[config.mk]
export PLATFORM = sky130hd
export DESIGN_NAME = cmpset_unit
export DESIGN_NICKNAME = d
export VERILOG_FILES = /design/src/rtl/cmpset_pkg.sv /design/src/rtl/cmpset_opsel.sv /design/src/rtl/cmpset_cmp.sv /design/src/rtl/cmpset_result.sv /design/src/rtl/cmpset_unit.sv
export SDC_FILE = /design/constraint.sdc
export NUM_CORES = 1
export LEC_CHECK = 0
export ABC_AREA = 0
export BUFFER_PORTS_ARGS = -buffer_cell sky130_fd_sc_hd__buf_2
export CAP_MARGIN = 5
export CORE_MARGIN = 3
export CORE_UTILIZATION = 47
export DETAILED_ROUTE_END_ITERATION = 6
export PLACE_DENSITY_LB_ADDON = 0.2
export SKIP_CTS_REPAIR_TIMING = 1
export SLEW_MARGIN = 5
export SYNTH_ARGS = -nofsm -noshare
export SYNTH_HDL_FRONTEND = slang
export SYNTH_SLANG_ARGS = --single-unit
[constraint.sdc]
create_clock -name clk -period 8 [get_ports clk]
set_input_delay 0.4 -clock clk [delete_from_list [all_inputs] [get_ports clk]]
set_output_delay 0.4 -clock clk [all_outputs]
set_load 0.005 [all_outputs]
[src/rtl/cmpset_pkg.sv]
`timescale 1ns/1ps
package cmpset_pkg;
  typedef enum logic [1:0] {
    CND_EQ = 2'd0,
    CND_NE = 2'd1,
    CND_GT = 2'd2,
    CND_GE = 2'd3
  } cond_e;

  typedef enum logic [1:0] {
    RM_FLAG = 2'd0,
    RM_ZOS  = 2'd1,
    RM_SOK  = 2'd2,
    RM_RSV  = 2'd3
  } mode_e;
endpackage

[src/rtl/cmpset_opsel.sv]
`timescale 1ns/1ps
module cmpset_opsel #(
  parameter int DATA_W = 64,
  parameter int IMM_W  = 5
) (
  input  logic [DATA_W-1:0] a_in,
  input  logic [DATA_W-1:0] b_in,
  input  logic [IMM_W-1:0]  imm_in,
  input  logic              use_imm,
  input  logic              swap,
  output logic [DATA_W-1:0] x_out,
  output logic [DATA_W-1:0] y_out
);
  localparam int PAD_W = DATA_W - IMM_W;

  logic [DATA_W-1:0] imm_ext;
  logic [DATA_W-1:0] b_sel;

  generate
    if (PAD_W > 0) begin : g_pad
      assign imm_ext = {{PAD_W{1'b0}}, imm_in};
    end else begin : g_nopad
      assign imm_ext = imm_in[DATA_W-1:0];
    end
  endgenerate

  always_comb begin
    b_sel = use_imm ? imm_ext : b_in;
    if (swap) begin
      x_out = b_sel;
      y_out = a_in;
    end else begin
      x_out = a_in;
      y_out = b_sel;
    end
  end
endmodule

[src/rtl/cmpset_cmp.sv]
`timescale 1ns/1ps
module cmpset_cmp
  import cmpset_pkg::*;
#(
  parameter int DATA_W = 64
) (
  input  logic [DATA_W-1:0] x,
  input  logic [DATA_W-1:0] y,
  input  cond_e             cond,
  output logic              hit
);
  logic eq_w;
  logic gt_w;

  always_comb begin
    eq_w = (x == y);
    gt_w = ($signed(x) > $signed(y));
    unique case (cond)
      CND_EQ:  hit = eq_w;
      CND_NE:  hit = !eq_w;
      CND_GT:  hit = gt_w;
      default: hit = gt_w | eq_w;
    endcase
  end
endmodule

[src/rtl/cmpset_result.sv]
`timescale 1ns/1ps
module cmpset_result
  import cmpset_pkg::*;
#(
  parameter int DATA_W = 64,
  parameter int VIMM_W = 8
) (
  input  mode_e             mode,
  input  logic              hit,
  input  logic              val_imm,
  input  logic [DATA_W-1:0] c_in,
  input  logic [VIMM_W-1:0] vimm_in,
  input  logic [DATA_W-1:0] old_in,
  output logic [DATA_W-1:0] res
);
  localparam int PAD_W = DATA_W - VIMM_W;

  logic [DATA_W-1:0] vimm_ext;
  logic [DATA_W-1:0] tval;
  logic [DATA_W-1:0] flag_val;

  generate
    if (PAD_W > 0) begin : g_pad
      assign vimm_ext = {{PAD_W{1'b0}}, vimm_in};
    end else begin : g_nopad
      assign vimm_ext = vimm_in[DATA_W-1:0];
    end
  endgenerate

  always_comb begin
    tval     = val_imm ? vimm_ext : c_in;
    flag_val = '0;
    flag_val[0] = hit;
    unique case (mode)
      RM_ZOS:  res = hit ? tval : '0;
      RM_SOK:  res = hit ? tval : old_in;
      default: res = flag_val;
    endcase
  end
endmodule

[src/rtl/cmpset_unit.sv]
`timescale 1ns/1ps
module cmpset_unit
  import cmpset_pkg::*;
#(
  parameter int DATA_W = 64,
  parameter int IMM_W  = 5,
  parameter int VIMM_W = 8
) (
  input  logic              clk,
  input  logic              rst,
  input  logic              in_valid,
  input  logic [1:0]        cond_sel,
  input  logic              swap_ops,
  input  logic              use_imm,
  input  logic [1:0]        res_mode,
  input  logic              val_imm,
  input  logic [DATA_W-1:0] src_a,
  input  logic [DATA_W-1:0] src_b,
  input  logic [IMM_W-1:0]  imm_cmp,
  input  logic [DATA_W-1:0] src_c,
  input  logic [VIMM_W-1:0] imm_val,
  input  logic [DATA_W-1:0] dst_old,
  output logic              out_valid,
  output logic [DATA_W-1:0] out_data
);
  logic [DATA_W-1:0] cmp_x;
  logic [DATA_W-1:0] cmp_y;
  logic              cmp_hit;
  logic [DATA_W-1:0] res_w;

  cmpset_opsel #(.DATA_W(DATA_W), .IMM_W(IMM_W)) opsel_i (
    .a_in    (src_a),
    .b_in    (src_b),
    .imm_in  (imm_cmp),
    .use_imm (use_imm),
    .swap    (swap_ops),
    .x_out   (cmp_x),
    .y_out   (cmp_y)
  );

  cmpset_cmp #(.DATA_W(DATA_W)) cmp_i (
    .x    (cmp_x),
    .y    (cmp_y),
    .cond (cond_e'(cond_sel)),
    .hit  (cmp_hit)
  );

  cmpset_result #(.DATA_W(DATA_W), .VIMM_W(VIMM_W)) res_i (
    .mode    (mode_e'(res_mode)),
    .hit     (cmp_hit),
    .val_imm (val_imm),
    .c_in    (src_c),
    .vimm_in (imm_val),
    .old_in  (dst_old),
    .res     (res_w)
  );

  always_ff @(posedge clk) begin
    if (rst) begin
      out_valid <= 1'b0;
      out_data  <= '0;
    end else begin
      out_valid <= in_valid;
      if (in_valid) out_data <= res_w;
    end
  end
endmodule

==> metrics.yaml <==
run_status:
  status: "finished clean"
hold_path:
  holdCritStartpoint: "dst_old[2]"
  hold_class: "primary input to flip-flop"
  holdPathEnd: "out_data[2]$_SDFFE_PP0P_"
  hold_depth: 2
sta:
  final.setup_skew_ns: 0
  slew_violations: 0
  fin_crit_ns: 5.079
  max_freq_ghz: 0.1969
  final_hold_viol_count: 0
  relSlewSlack_pct: 23.24
  rsz0062_at_grt: "no"
  finalSetupViolCount: 0
  timing.final.crit_share_pct: 63.48
  worstMarginPinSlew_ns: 1.150
  tns_ns: 0
place:
  routabilityCongestion: 0.8697
  placed_area_um2: 9996
  dp_hpwl_um: 19520
  portBuffers: 343
route:
  drt_pass1_iterations: 6
  routed_via_density: 5.868
  wl_um: 28260
  route.detailed.drc: 0
  dr_total_vias: 10381
  ant_nets: 0
  avgRoutedWirePerCell_um: 15.98
  detail_route.iter0.violations: 590
layout:
  layout-drive-gt1-share_pct: 25.34
  fin_nets: 1880
  final_area_um2: 10310
  final_common_cell: "buf_2"
  layout_common_cells: "342 x buf_2, 189 x nand2_1, 177 x o21ai_0, 144 x a21oi_1, 68 x inv_1"
  fillers: 1697
  syn2layout_area_growth_pct: 23.01
pwr:
  ir_drop_mv: 0.1069
  power.density_nw_per_um2: 112.8
  leakage_nw: 4.333
cts:
  clock_sinks: 65
  cts_tree: "yes"
  path_clk_slew_ns: 0.05
  cts_buffers: 9
  clock_latency_ns: 0.34
  htreeDepth: 3
  cts_buffer_depth: 2
  root_buffer: "clkbuf_16"
setup_path:
  critPathSlowestCell: "xor2_4"
  r2r_start: "out_data[35]$_SDFFE_PP0P_"
  rrSetupSlack_ns: 7.08
  reg2reg_depth: 4
  arrival_ns: 5.27
  crit_path_cell_trace: "buf_2 -> buf_4 -> mux2_2 -> mux2_2 -> ha_1 -> a21oi_1 -> a2111oi_0 -> a211o_1 -> a21oi_2 -> o21ai_2 -> xor2_4 -> buf_12 -> nor2_1 -> a31oi_1 -> o21ai_0"
  cp_max_fo: 70
  critical_path.startpoint_type: "primary input"
  cp.required_ns: 8.19
  crit_top_cell: "mux2_2"
  endpoint_kind: "flip-flop"
  critical_path.top_delay_family: "buffers and inverters"
  critPathMaxStageDelay_ns: 0.90
  cp.depth: 15
  rr_endpoint: "out_data[35]$_SDFFE_PP0P_"
  path_class: "primary input to flip-flop"
  critPathBufInv: 3
logic_synthesis:
  synth_top_area_share_pct: 15.53
  netlist_instances: 1289
  ys_seq_area_share_pct: 15.53
  syn_area_per_cell_um2: 6.500
  yosys.area.top_type: "dfxtp_1"
  ys_top_cells_by_area: "dfxtp_1 16%, o21ai_0 11%, ha_1 9.9%"
  ys_types: 44
  synth_edf_count: 0
  synth_ff_type: "dfxtp_1"
  syn-cell-area_um2: 8378
  synthesis.nets: 1634
  ys_warn_count: 0
  synth_seq_cells: 65
  synthArstFlopShare_pct: 0
die:
  dieArea_um2: 19460
  ios: 344
  core-area_um2: 17360
  start_util_pct: 48.27
  rows: 48
  die_x_um: 139.5
  die_height_um: 139.5
global_route:
  grt_max_degree: 174
  grt_overflow_total: 0
  antenna_found_initial: 6
  grt_usage_pct: 27.06
  grt_pass1_wl_um: 44590
  grt_pass1_vias: 9258
job:
  maxCapViolCount: 0
-- stage by stage --
stage | cells | hold WS [ns] | util (%) | power (mW) | setup WS, ns
final | 1769 | 0.2852 | 59.38 | 1.163 | 2.921
after CTS | 1764 | 0.2756 | 59.31 | 1.169 | 2.932
after floorplan | 1289 | 0.4714 | - | 0.6386 | 4.243
after detailed placement | 1749 | 0.4708 | 57.59 | 0.7622 | 2.575
after global routing | 1768 | 0.2870 | 59.36 | 1.237 | 2.396
after global placement | 1749 | 0.4766 | 57.59 | 0.7559 | 2.651
-- registers in the layout, indices dropped and copies added, names as in the netlist --
signal / flops
out_data: 64
out_valid: 1
-- cells in the mapped netlist (all sizes together) (2+ instances only) --
library cell and number:
o221ai 54, nand3 64, nor4b 8, nor4 4, nor2b 2, dfxtp 65
mux2 8, nor3b 60, a211oi 2, a221oi 2, o211ai 5, a31oi 56
a21oi 145, nor3 5, clkbuf 91, ha 66, nor2 62, a221o 8
o21ai 187, nand3b 61, mux2i 16, nand2 189, nand4 14, nand2b 3
and4 3, inv 69, buf 29
-- layout make-up --
| type | count | area [µm²] | share of cell area (%) |
|---|---|---|---|
| clock buffers | 13 | 260.3 | 2.525 |
| repair buffers | 355 | 1826 | 17.71 |
| multi-input cells | 1035 | 6329 | 61.41 |
| diodes | 5 | 12.51 | 0.1214 |
| well taps | 225 | 281.5 | 2.732 |
| clock inverters | 2 | 37.54 | 0.3642 |
| inverters | 69 | 259.0 | 2.513 |
| flip-flops and latches | 65 | 1301 | 12.63 |
-- logic make-up after synthesis --
logic type	count (synthesis)	share of synthesized area [%]
muxes	24	2.987
adders and majority gates	66	9.857
xor gates and xnor gates	2	0.2988
buffers and inverters	189	9.588
and+or+nand+nor	476	29.24
DFF	65	15.53
AOI/OAI and AO/OA	467	32.50
-- per-layer routing --
metal	vias up	GRT usage, %	part of all wire (%)
met5	-	0	0.071
met4	2	9.835	2.9
met3	56	5.842	8.2
met2	442	44.81	47
met1	4663	34.67	42
li1	5218	-	-
-- worst max path at each step --
stage	from	end	slack, ns
CTS	use_imm	out_data[48]$_SDFFE_PP0P_	2.93
finish	use_imm	out_data[48]$_SDFFE_PP0P_	2.92
detailed placement	use_imm	out_data[15]$_SDFFE_PP0P_	2.58
floorplan	swap_ops	out_data[1]$_SDFFE_PP0P_	4.24
global route	swap_ops	out_data[6]$_SDFFE_PP0P_	2.40
global placement	use_imm	out_data[47]$_SDFFE_PP0P_	2.65
-- power by group --
group	internal (mW)	total [mW]	switching, mW	leakage [nW]
sequential	0.333	0.339	0.00527	0.526
clock	0.257	0.404	0.147	0.142
combinational	0.166	0.421	0.255	3.67
total	0.756	1.16	0.407	4.33
-- worst register-to-register path, stage by stage, from the launching register on --
cell      delay (ns)
dfxtp_1         0.30
nand2_1         0.05
o21ai_0         0.09
a211oi_1        0.22
o21ai_0         0.11
No activity file was read; power rests on OpenSTA's default activity.
